==> config.mk <==
export PLATFORM = sky130hd
export DESIGN_NAME = fft_bfly_unit
export DESIGN_NICKNAME = d
export VERILOG_FILES = /design/src/rtl/bfly_pkg.sv /design/src/rtl/bfly_pre.sv /design/src/rtl/bfly_cmul.sv /design/src/rtl/bfly_post.sv /design/src/rtl/fft_bfly_unit.sv
export SDC_FILE = /design/constraint.sdc
export NUM_CORES = 2
export LEC_CHECK = 0
export ABC_AREA = 1
export ABC_CLOCK_PERIOD_IN_PS = 7600
export BUFFER_PORTS_ARGS = -buffer_cell sky130_fd_sc_hd__buf_4
export CAP_MARGIN = 10
export CORE_ASPECT_RATIO = 1.5
export CORE_UTILIZATION = 25
export CTS_BUF_LIST = sky130_fd_sc_hd__clkbuf_2 sky130_fd_sc_hd__clkbuf_4 sky130_fd_sc_hd__clkbuf_8
export CTS_CLUSTER_DIAMETER = 100
export DETAILED_ROUTE_END_ITERATION = 16
export SLEW_MARGIN = 30
export SYNTH_ARGS = -nofsm -noshare
export SYNTH_HDL_FRONTEND = slang
export SYNTH_SLANG_ARGS = --single-unit
==> constraint.sdc <==
create_clock -name clk -period 7.6 [get_ports clk]
set_input_delay 0.38 -clock clk [delete_from_list [all_inputs] [get_ports clk]]
set_output_delay 0.38 -clock clk [all_outputs]
set_load 0.02 [all_outputs]
==> src/rtl/bfly_pkg.sv <==
package bfly_pkg;

    // Per-beat control carried alongside the samples
    typedef struct packed {
        logic dif;    // frequency-decimation ordering
        logic inv;    // conjugate twiddle (inverse transform)
        logic halve;  // scale outputs by one half
    } bfly_mode_t;

endpackage

==> src/rtl/bfly_pre.sv <==
// Stage 1: select operands according to decimation order and conjugate the
// twiddle when the inverse direction is requested.
module bfly_pre
    import bfly_pkg::*;
#(
    parameter int DW = 16,
    parameter int TW = 16,
    localparam int QW = DW + 1,
    localparam int WW = TW + 1
) (
    input  logic                 clk,
    input  logic                 rst_n,
    input  logic                 vld_i,
    input  bfly_mode_t           mode_i,
    input  logic signed [DW-1:0] a_re,
    input  logic signed [DW-1:0] a_im,
    input  logic signed [DW-1:0] b_re,
    input  logic signed [DW-1:0] b_im,
    input  logic signed [TW-1:0] w_re,
    input  logic signed [TW-1:0] w_im,
    output logic                 vld_o,
    output logic                 dif_o,
    output logic                 halve_o,
    output logic signed [QW-1:0] p_re,
    output logic signed [QW-1:0] p_im,
    output logic signed [QW-1:0] q_re,
    output logic signed [QW-1:0] q_im,
    output logic signed [WW-1:0] wr_o,
    output logic signed [WW-1:0] wi_o
);

    typedef struct packed {
        logic          vld;
        logic          dif;
        logic          halve;
        logic [QW-1:0] pr;
        logic [QW-1:0] pi;
        logic [QW-1:0] qr;
        logic [QW-1:0] qi;
        logic [WW-1:0] wr;
        logic [WW-1:0] wi;
    } pre_st_t;

    pre_st_t st_d, st_q;

    logic signed [QW-1:0] ar_x, ai_x, br_x, bi_x;
    logic signed [WW-1:0] wi_x;

    always_comb begin
        ar_x = {a_re[DW-1], a_re};
        ai_x = {a_im[DW-1], a_im};
        br_x = {b_re[DW-1], b_re};
        bi_x = {b_im[DW-1], b_im};
        wi_x = {w_im[TW-1], w_im};

        st_d.vld   = vld_i;
        st_d.dif   = mode_i.dif;
        st_d.halve = mode_i.halve;

        if (mode_i.dif) begin
            // sum passes straight on, difference goes to the rotator
            st_d.pr = ar_x + br_x;
            st_d.pi = ai_x + bi_x;
            st_d.qr = ar_x - br_x;
            st_d.qi = ai_x - bi_x;
        end else begin
            // even passes on, odd goes to the rotator
            st_d.pr = ar_x;
            st_d.pi = ai_x;
            st_d.qr = br_x;
            st_d.qi = bi_x;
        end

        st_d.wr = {w_re[TW-1], w_re};
        // one extra bit lets -(-2^(TW-1)) stay exact
        st_d.wi = mode_i.inv ? -wi_x : wi_x;
    end

    always_ff @(posedge clk or negedge rst_n) begin
        if (!rst_n) st_q <= '0;
        else        st_q <= st_d;
    end

    assign vld_o   = st_q.vld;
    assign dif_o   = st_q.dif;
    assign halve_o = st_q.halve;
    assign p_re    = st_q.pr;
    assign p_im    = st_q.pi;
    assign q_re    = st_q.qr;
    assign q_im    = st_q.qi;
    assign wr_o    = st_q.wr;
    assign wi_o    = st_q.wi;

    // a conjugated twiddle has the opposite sign of the captured input
    assert_conj_sign_R4: assert property (@(posedge clk) disable iff (!rst_n)
        (vld_i && mode_i.inv && (w_im != '0)) |=> (wi_o[WW-1] != $past(w_im[TW-1])));

endmodule

==> src/rtl/bfly_cmul.sv <==
// Stage 2: complex rotation q*w with four signed products, exact sums and
// round-half-up back to integer scale.
module bfly_cmul #(
    parameter int DW = 16,
    parameter int TW = 16,
    localparam int QW  = DW + 1,
    localparam int WW  = TW + 1,
    localparam int PRW = QW + WW,
    localparam int SMW = PRW + 1,
    localparam int SH  = TW - 1,
    localparam int MW  = SMW - SH
) (
    input  logic                 clk,
    input  logic                 rst_n,
    input  logic                 vld_i,
    input  logic                 dif_i,
    input  logic                 halve_i,
    input  logic signed [QW-1:0] p_re,
    input  logic signed [QW-1:0] p_im,
    input  logic signed [QW-1:0] q_re,
    input  logic signed [QW-1:0] q_im,
    input  logic signed [WW-1:0] w_re,
    input  logic signed [WW-1:0] w_im,
    output logic                 vld_o,
    output logic                 dif_o,
    output logic                 halve_o,
    output logic signed [QW-1:0] p_re_o,
    output logic signed [QW-1:0] p_im_o,
    output logic signed [MW-1:0] m_re,
    output logic signed [MW-1:0] m_im
);

    localparam logic signed [SMW-1:0] RND = SMW'(1) <<< (SH - 1);

    typedef struct packed {
        logic          vld;
        logic          dif;
        logic          halve;
        logic [QW-1:0] pr;
        logic [QW-1:0] pi;
        logic [MW-1:0] mr;
        logic [MW-1:0] mi;
    } mul_st_t;

    mul_st_t st_d, st_q;

    logic signed [PRW-1:0] prod_rr, prod_ii, prod_ri, prod_ir;
    logic signed [SMW-1:0] sum_re, sum_im, rnd_re, rnd_im;

    always_comb begin
        prod_rr = q_re * w_re;
        prod_ii = q_im * w_im;
        prod_ri = q_re * w_im;
        prod_ir = q_im * w_re;

        sum_re = prod_rr - prod_ii;
        sum_im = prod_ri + prod_ir;

        rnd_re = sum_re + RND;
        rnd_im = sum_im + RND;

        st_d.vld   = vld_i;
        st_d.dif   = dif_i;
        st_d.halve = halve_i;
        st_d.pr    = p_re;
        st_d.pi    = p_im;
        st_d.mr    = MW'(rnd_re >>> SH);
        st_d.mi    = MW'(rnd_im >>> SH);
    end

    always_ff @(posedge clk or negedge rst_n) begin
        if (!rst_n) st_q <= '0;
        else        st_q <= st_d;
    end

    assign vld_o   = st_q.vld;
    assign dif_o   = st_q.dif;
    assign halve_o = st_q.halve;
    assign p_re_o  = st_q.pr;
    assign p_im_o  = st_q.pi;
    assign m_re    = st_q.mr;
    assign m_im    = st_q.mi;

    // a zero operand yields a zero rotated value one edge later
    assert_zero_rotation_R5: assert property (@(posedge clk) disable iff (!rst_n)
        (q_re == '0 && q_im == '0) |=> (m_re == '0 && m_im == '0));

endmodule

==> src/rtl/bfly_post.sv <==
// Stage 3: form the butterfly outputs, optional halving, then clip to DW bits.
module bfly_post #(
    parameter int DW = 16,
    parameter int TW = 16,
    localparam int QW = DW + 1,
    localparam int MW = DW + 4 + (TW - 16) * 0,
    localparam int SW = MW + 1
) (
    input  logic                 clk,
    input  logic                 rst_n,
    input  logic                 vld_i,
    input  logic                 dif_i,
    input  logic                 halve_i,
    input  logic signed [QW-1:0] p_re,
    input  logic signed [QW-1:0] p_im,
    input  logic signed [MW-1:0] m_re,
    input  logic signed [MW-1:0] m_im,
    output logic                 vld_o,
    output logic signed [DW-1:0] x_re,
    output logic signed [DW-1:0] x_im,
    output logic signed [DW-1:0] y_re,
    output logic signed [DW-1:0] y_im
);

    typedef struct packed {
        logic          vld;
        logic [DW-1:0] xr;
        logic [DW-1:0] xi;
        logic [DW-1:0] yr;
        logic [DW-1:0] yi;
    } post_st_t;

    post_st_t st_d, st_q;

    function automatic logic signed [SW-1:0] halve_v(input logic signed [SW-1:0] v,
                                                      input logic en);
        return en ? SW'((v + SW'(1)) >>> 1) : v;
    endfunction

    function automatic logic [DW-1:0] clip_v(input logic signed [SW-1:0] v);
        if (v[SW-1:DW-1] == {(SW-DW+1){v[SW-1]}})
            return v[DW-1:0];
        else if (v[SW-1])
            return {1'b1, {(DW-1){1'b0}}};
        else
            return {1'b0, {(DW-1){1'b1}}};
    endfunction

    logic signed [SW-1:0] pe_re, pe_im, me_re, me_im;
    logic signed [SW-1:0] ux_re, ux_im, uy_re, uy_im;

    always_comb begin
        pe_re = {{(SW-QW){p_re[QW-1]}}, p_re};
        pe_im = {{(SW-QW){p_im[QW-1]}}, p_im};
        me_re = {m_re[MW-1], m_re};
        me_im = {m_im[MW-1], m_im};

        if (dif_i) begin
            ux_re = pe_re;
            ux_im = pe_im;
            uy_re = me_re;
            uy_im = me_im;
        end else begin
            ux_re = pe_re + me_re;
            ux_im = pe_im + me_im;
            uy_re = pe_re - me_re;
            uy_im = pe_im - me_im;
        end

        st_d.vld = vld_i;
        st_d.xr  = clip_v(halve_v(ux_re, halve_i));
        st_d.xi  = clip_v(halve_v(ux_im, halve_i));
        st_d.yr  = clip_v(halve_v(uy_re, halve_i));
        st_d.yi  = clip_v(halve_v(uy_im, halve_i));
    end

    always_ff @(posedge clk or negedge rst_n) begin
        if (!rst_n) st_q <= '0;
        else        st_q <= st_d;
    end

    assign vld_o = st_q.vld;
    assign x_re  = st_q.xr;
    assign x_im  = st_q.xi;
    assign y_re  = st_q.yr;
    assign y_im  = st_q.yi;

    // a large positive pre-clip value must leave as the positive limit
    assert_clip_high_R7: assert property (@(posedge clk) disable iff (!rst_n)
        (!halve_i && !dif_i && (p_re > 0) && (m_re > 0) && (p_re + m_re > 32767) && (DW == 16))
        |=> (x_re == {1'b0, {(DW-1){1'b1}}}));

endmodule

==> src/rtl/fft_bfly_unit.sv <==
module fft_bfly_unit
    import bfly_pkg::*;
#(
    parameter int DW = 16,
    parameter int TW = 16
) (
    input  logic                 clk,
    input  logic                 rst_n,
    input  logic                 in_valid,
    input  logic                 dif_sel,
    input  logic                 inv_sel,
    input  logic                 halve_en,
    input  logic signed [DW-1:0] a_re,
    input  logic signed [DW-1:0] a_im,
    input  logic signed [DW-1:0] b_re,
    input  logic signed [DW-1:0] b_im,
    input  logic signed [TW-1:0] w_re,
    input  logic signed [TW-1:0] w_im,
    output logic                 out_valid,
    output logic signed [DW-1:0] x_re,
    output logic signed [DW-1:0] x_im,
    output logic signed [DW-1:0] y_re,
    output logic signed [DW-1:0] y_im
);

    localparam int QW = DW + 1;
    localparam int WW = TW + 1;
    localparam int MW = QW + WW + 1 - (TW - 1);

    bfly_mode_t mode_in;
    assign mode_in = '{dif: dif_sel, inv: inv_sel, halve: halve_en};

    logic                 s1_vld, s1_dif, s1_halve;
    logic signed [QW-1:0] s1_pr, s1_pi, s1_qr, s1_qi;
    logic signed [WW-1:0] s1_wr, s1_wi;

    logic                 s2_vld, s2_dif, s2_halve;
    logic signed [QW-1:0] s2_pr, s2_pi;
    logic signed [MW-1:0] s2_mr, s2_mi;

    bfly_pre #(.DW(DW), .TW(TW)) u_pre (
        .clk     (clk),
        .rst_n   (rst_n),
        .vld_i   (in_valid),
        .mode_i  (mode_in),
        .a_re    (a_re),
        .a_im    (a_im),
        .b_re    (b_re),
        .b_im    (b_im),
        .w_re    (w_re),
        .w_im    (w_im),
        .vld_o   (s1_vld),
        .dif_o   (s1_dif),
        .halve_o (s1_halve),
        .p_re    (s1_pr),
        .p_im    (s1_pi),
        .q_re    (s1_qr),
        .q_im    (s1_qi),
        .wr_o    (s1_wr),
        .wi_o    (s1_wi)
    );

    bfly_cmul #(.DW(DW), .TW(TW)) u_cmul (
        .clk     (clk),
        .rst_n   (rst_n),
        .vld_i   (s1_vld),
        .dif_i   (s1_dif),
        .halve_i (s1_halve),
        .p_re    (s1_pr),
        .p_im    (s1_pi),
        .q_re    (s1_qr),
        .q_im    (s1_qi),
        .w_re    (s1_wr),
        .w_im    (s1_wi),
        .vld_o   (s2_vld),
        .dif_o   (s2_dif),
        .halve_o (s2_halve),
        .p_re_o  (s2_pr),
        .p_im_o  (s2_pi),
        .m_re    (s2_mr),
        .m_im    (s2_mi)
    );

    bfly_post #(.DW(DW), .TW(TW)) u_post (
        .clk     (clk),
        .rst_n   (rst_n),
        .vld_i   (s2_vld),
        .dif_i   (s2_dif),
        .halve_i (s2_halve),
        .p_re    (s2_pr),
        .p_im    (s2_pi),
        .m_re    (s2_mr),
        .m_im    (s2_mi),
        .vld_o   (out_valid),
        .x_re    (x_re),
        .x_im    (x_im),
        .y_re    (y_re),
        .y_im    (y_im)
    );

    // Edges seen since reset release, saturating at the pipeline depth;
    // gates properties that look three cycles into the past.
    logic [1:0] since_rst_d, since_rst_q;

    always_comb begin
        since_rst_d = (since_rst_q == 2'd3) ? since_rst_q : since_rst_q + 2'd1;
    end

    always_ff @(posedge clk or negedge rst_n) begin
        if (!rst_n) since_rst_q <= '0;
        else        since_rst_q <= since_rst_d;
    end

    assert_valid_latency_R1: assert property (@(posedge clk) disable iff (!rst_n)
        (since_rst_q == 2'd3) |-> (out_valid == $past(in_valid, 3)));

    assert_quiet_after_reset_R8: assert property (@(posedge clk) disable iff (!rst_n)
        (since_rst_q != 2'd3) |-> !out_valid);

    assert_dit_unit_rotation_R2: assert property (@(posedge clk) disable iff (!rst_n)
        (since_rst_q == 2'd3 && out_valid && !$past(dif_sel, 3) && !$past(halve_en, 3)
         && $past(w_re, 3) == '0 && $past(w_im, 3) == '0)
        |-> (x_re == $past(a_re, 3) && x_im == $past(a_im, 3)
             && y_re == $past(a_re, 3) && y_im == $past(a_im, 3)));

    assert_dif_sum_path_R3: assert property (@(posedge clk) disable iff (!rst_n)
        (since_rst_q == 2'd3 && out_valid && $past(dif_sel, 3) && !$past(halve_en, 3)
         && $past(b_re, 3) == '0 && $past(b_im, 3) == '0)
        |-> (x_re == $past(a_re, 3) && x_im == $past(a_im, 3)));

endmodule

---- After elaboration in Yosys (flattened, before gate mapping) ----
Index checks and enable logic that the tools add are counted.
W data, S select, Z words.
word-level totals
  output and inout port bits .............. 65
  register bits after elaboration ......... 246
cells by class
  eq/ne operators ......................... 4
  add/subtract/negate cells ............... 17
  multipliers ............................. 4
  multiplexer cells ....................... 18
operators with widths
  cell                      count
  $mux W21                  8
  $mux W16                  8
  $add A21 B2 Y21 const B   4
  $add A35 B16 Y35 const B  2
  $mul A17 B17 Y34          2
  $mux W68                  1
  $mul A17 B16 Y33          2
  $add A17 B20 Y21          2
  $sub A17 B20 Y21          2
  $add A34 B33 Y35          1
  $sub A33 B34 Y35          1
  $add A16 B16 Y17          2
  $sub A16 B16 Y17          2
  $eq A5 B5 Y1              4
  $mux W17                  1
  $neg A16 Y17              1

---- Longest topological paths before layout ----
  depth after elaboration ................. 6
  mapped depth ............................ 32
  gate-level depth less buffers ........... 30

---- Modules after synthesis ----
A second synthesis with hierarchy kept.
unflattened totals
  cell total of the unflattened synthesis .. 9151
  area total of the unflattened synthesis .. 68498.2 µm²
modules (own cells, without submodules)
  module     area each (µm²)  times used  cells each
  bfly_cmul  48771.8          1           5908
  bfly_post  12016.5          1           2112
  bfly_pre   7709.9           1           1131

---- Worst setup path after synthesis ----
Ideal clock, no wire load.
  kind .................................... register to register
  start ................................... register u_pre.st_q, in the netlist u_pre.q_im[16]
  end ..................................... register u_cmul.st_q, in the netlist u_cmul.m_im[16]
  path buffers ............................ 2
  stages on the path, launching flop included .. 26
  arrival time ............................ 6.818 ns
  slack ................................... 0.659 ns
  setup time .............................. 0.124 ns
  data required time ...................... 7.476 ns
  cell sequence ........................... dfrtp_1 clkbuf_1 clkbuf_1 nand2_1 inv_1 fa_1 fa_1 inv_1 fa_1 inv_1 fa_1 fa_1 fa_1 fa_1 inv_1 fa_1 inv_1 ha_1 a21oi_1 a21boi_1 o21ai_0 a21boi_1 o21ai_0 nand2_1 nand2_1 xor2_1
on the way
  longest elaborated chain between the ends .. 3
ends and longest elaborated chain
  item                         line             source
  start, declared              bfly_pre.sv:44   pre_st_t st_d, st_q;
  start signal, assigned       bfly_pre.sv:81   else st_q <= st_d;
  $mul A17 B16 Y33             bfly_cmul.sv:54  prod_ir = q_im * w_re;
  $add A34 B33 Y35             bfly_cmul.sv:57  sum_im = prod_ri + prod_ir;
  $add A35 B16 Y35             bfly_cmul.sv:60  rnd_im = sum_im + RND;
  named net u_cmul.rnd_im[31]  bfly_cmul.sv:48  logic signed [SMW-1:0] sum_re, sum_im, rnd_re, rnd_im;
  end signal, assigned         bfly_cmul.sv:73  else st_q <= st_d;
  end, declared                bfly_cmul.sv:45  mul_st_t st_d, st_q;
The timed path passes the listed nets, and every way through them passes these cells.

---- Worst setup path after layout ----
  start ................................... register u_pre.st_q, in the netlist u_pre.wr_o[11]
  end ..................................... register u_cmul.st_q, in the netlist u_cmul.m_im[17]
The elaborated chain is that of the path after synthesis.

==> summary.txt <==
Detailed routing
  • Vias: a little over 50000
  • DR WL/cell: ~18 µm
  • DRT antenna net count: 0
  • Met2 wire length: 110.0 mm
  • Highest Signal Layer: met5
  • DRC violations left: 0
  • Routed wl met3: 7.941 mm
  • M1 WL: between 60 and 70 mm
  • Vias per cell: approximately 4.4
  • Final wirelength: just over 200 mm
  • DRT Pass-1 Iters: 8
  • 1st-iter DRT viols: 3156

Timing
  • Final Slew Violations: 0
  • Worst Tran Pin Value: roughly 1.1 ns
  • Final setup vio count: 0
  • Final Hold Fails: 0
  • Final min period: 7.385 ns
  • F_max: 135.4 MHz
  • Worst slew margin: 23.92%
  • Layout Skew: roughly 0.076 ns
  • Final worst setup slack: 0.2145 ns
  • Crit share post-route: 97.18%
  • Setup TNS: 0 ns

Setup path
  • R2r setup slk: about 0.21 ns
  • Crit-path cells: buf_4 > nand2_1 > fa_1 > inv_1 > fa_1 > fa_1 > fa_1 > fa_1 > fa_1 > fa_1 > inv_1 > fa_1 > inv_1 > ha_1 > nand2_1 > nor2_1 > nand4_1 > o211ai_1 > nand2_1 > o211ai_1 > a21oi_1 > xor2_1
  • Reg-to-Reg Start: u_pre.wr_o[11]
  • Kind of start point of the critical path: register
  • FF-to-FF End: u_cmul.m_im[17]
  • Slowest CP cell: dfrtp_1
  • Worst endpoint data arrival time: 7.94 ns
  • FF-to-FF path depth: 22
  • Slowest stage delay, CP: about 0.85 ns
  • Crit Path Category: reg -> reg
  • CP Capture Type: register
  • Worst setup startpoint: u_pre.wr_o[11]
  • Most frequent CP cell: fa_1
  • CP required: 8.16 ns
  • CP max FO: 14

Synth
  • Main synth FF type: dfrtp_1
  • Synthesized area per cell: 7.780 µm²
  • Number of distinct library cells after synthesis: 63
  • Synth Register Bits: 246
  • Register area share after synthesis: 9.616%
  • Mapped Cells: about 8000
  • Cell Area, Synth: 0.06402 mm²
  • EDFF count, synth: 0
  • Post-Syn Nets: 10050
  • Warnings from Yosys: 0
  • Ys async rst share: between 90% and 100%

Floorplan
  • Die Y: slightly above 600 µm
  • I/O Pins: ~170
  • Rows: 227
  • Chip width: roughly 420 µm
  • Core area: approximately 0.25 mm²
  • Die Area: around 0.26 mm²
  • Initial Utilization: about a quarter

GRT
  • Total GRT Usage: 16.05%
  • Largest net degree at the start of global routing: 131
  • Initial antenna violation count: 12
  • Grt total ovfl: 0
  • Number of global-route vias before repair: between 50000 and 60000
  • First-pass GRT wire length: 316.2 mm

Clocking
  • CTS Buffer Depth: 3
  • Worst skew pair latency: around 0.74 ns
  • Clock H-tree levels: 2
  • TritonCTS clock tree: built
  • Clk sink count: 246
  • TritonCTS buffer count: 47
  • Clk slew on worst S/H paths: ~0.070 ns
  • CTS root buffer: clkbuf_8

Placement
  • PortBufs: around 170
  • Final HPWL from detailed placement: ~170 mm
  • Placer Congestion: ~0.95
  • DP Worst Slack: about 0.22 ns

Cells and area
  • Number of fill cells: 27500
  • Synth-to-Final Area Change: 11.68%
  • Final #Nets: 10140
  • Layout Utilization: 28.06%
  • Share of cells above drive strength 1: 7.380%

Worst hold path
  • Worst hold endpoint: u_pre.p_im[0]
  • Hold WC Path Type: in -> reg
  • Worst Hold Depth: 3
  • Hold Path Origin: a_im[0]

Status
  • Outcome: finished clean

Run
  • MaxCap Viol Count: 0
## worst max-delay path, delay by kind of cell (launching register included)
family,cells,cell delay [ns]
compound gates,3,0.62
xor+xnor,1,0.15
fa+ha+maj,9,4.45
buf+inv,4,0.49
flops,1,0.85
simple gates,5,0.61
## per-layer routing
| layer | track usage [%] | up-vias |
|---|---|---|
| met2 | 30.83 | 1492 |
| met3 | 1.423 | 590 |
| met4 | 11.58 | 2 |
| met5 | 0 | - |
| met1 | 15.98 | 25430 |
| li1 | - | 23770 |
## final cells by class
class / instances / area (µm²) / area share (%)
flip-flops and latches: 246 / 6167 / 8.626
diodes: 4 / 10.01 / 0.01400
well taps: 3320 / 4154 / 5.810
repair buffers: 408 / 3724 / 5.208
multi-input cells: 5248 / 47400 / 66.30
clock buffers: 58 / 773.2 / 1.082
inverters: 2374 / 8914 / 12.47
clock inverters: 27 / 350.3 / 0.4900
## metrics by stage
step / cells / hold WS [ns] / cell area [µm²]
6_report: 11690 / 0.04669 / 71490
5_1_grt: 11680 / 0.02057 / 71490
4_1_cts: 11680 / 0.001245 / 71460
3_5_place_dp: 11520 / 0.3347 / 69580
3_3_place_gp: 11520 / 0.3326 / 69580
2_1_floorplan: 8229 / 0.08441 / 64020
## state kept, by name, indices dropped and copies added (netlist names)
register and count:
u_cmul.halve_o 1, u_post.x_re 16, u_cmul.dif_o 1, u_pre.wi_o 17, u_post.y_re 16, u_post.vld_o 1
u_pre.p_im 17, u_pre.halve_o 1, u_pre.vld_o 1, u_pre.q_im 17, u_pre.q_re 17, u_cmul.p_re_o 17
u_cmul.m_im 20, u_post.y_im 16, u_cmul.p_im_o 17, u_pre.dif_o 1, u_cmul.vld_o 1, u_pre.p_re 17
u_post.x_im 16, u_cmul.m_re 20, u_pre.wr_o 16
## synthesized netlist by cell type, types with 4 or more instances
library cell | number | area share (%)
a21boi_0 | 10 | 0.12
a21o_1 | 9 | 0.11
a21oi_1 | 211 | 1.6
a31oi_1 | 10 | 0.098
and2_1 | 4 | 0.039
buf_1 | 4 | 0.023
buf_2 | 18 | 0.14
buf_4 | 26 | 0.30
buf_6 | 11 | 0.19
clkbuf_1 | 301 | 1.8
dfrtp_1 | 246 | 9.6
fa_1 | 1288 | 40
ha_1 | 427 | 8.3
inv_1 | 2351 | 14
inv_2 | 20 | 0.12
nand2_1 | 1966 | 12
nand2_2 | 49 | 0.48
nand2_4 | 5 | 0.088
nand3_1 | 268 | 2.1
nand3_2 | 10 | 0.16
nand4_1 | 80 | 0.78
nor2_1 | 317 | 1.9
nor2_2 | 35 | 0.34
nor2_4 | 6 | 0.11
nor3_1 | 33 | 0.26
nor3_2 | 4 | 0.063
nor4_1 | 7 | 0.068
o211ai_1 | 5 | 0.059
o21ai_0 | 171 | 1.3
o21ai_1 | 15 | 0.12
o21ai_2 | 5 | 0.068
o21bai_1 | 28 | 0.33
o221ai_1 | 4 | 0.055
o22ai_1 | 28 | 0.27
o31ai_1 | 15 | 0.18
or2_2 | 38 | 0.37
xnor2_1 | 48 | 0.66
xor2_1 | 115 | 1.6
## cells in the final DEF, fill, tap and decap left out, types with 14 or more instances in the layout
master and instances:
nand2_1 1966, a21oi_1 210, ha_1 427, nand2_2 49, dfrtp_1 237, nand4_1 80
buf_12 37, o21ai_1 20, xnor2_1 48, o31ai_1 14, nor3_1 33, inv_1 2351
or2_2 38, o21bai_1 28, inv_2 19, o22ai_1 28, nand3_1 268, o21ai_0 166
clkbuf_8 54, nor2_2 35, buf_4 294, nor2_1 317, dlygate4sd3_1 76, xor2_1 115
fa_1 1288
## worst max path at each step
| stage | slack (ns) | cells after the start | end |
|---|---|---|---|
| finish | 0.21 | 22 | u_cmul.m_im[17] |
| global route | -0.03 | 29 | u_cmul.m_im[16] |
| CTS | 0.21 | 22 | u_cmul.m_im[17] |
| detailed placement | 0.22 | 26 | u_cmul.m_re[18] |
| global placement | 0.24 | 26 | u_cmul.m_re[18] |
| floorplan | 0.66 | 25 | u_cmul.m_im[16] |
## cells by family after synthesis
family / share of synthesized area (%)
buffers and inverters: 16.35
AOI/OAI and AO/OA: 4.810
adders and majority gates: 48.62
DFF: 9.616
xor gates and xnor gates: 2.230
and+or+nand+nor: 18.37
## timing repair
action | 4_1_cts | 5_1_grt
endpoints found under the setup margin | 0 | 7
endpoints found under the hold margin | 139 | 0
resized for setup | 0 | 10
buffers inserted | 0 | 1
hold buffers | 76 | 0
Power is not shown: default switching activity piles up to over one toggle a cycle in this logic, so the estimate is an artifact.
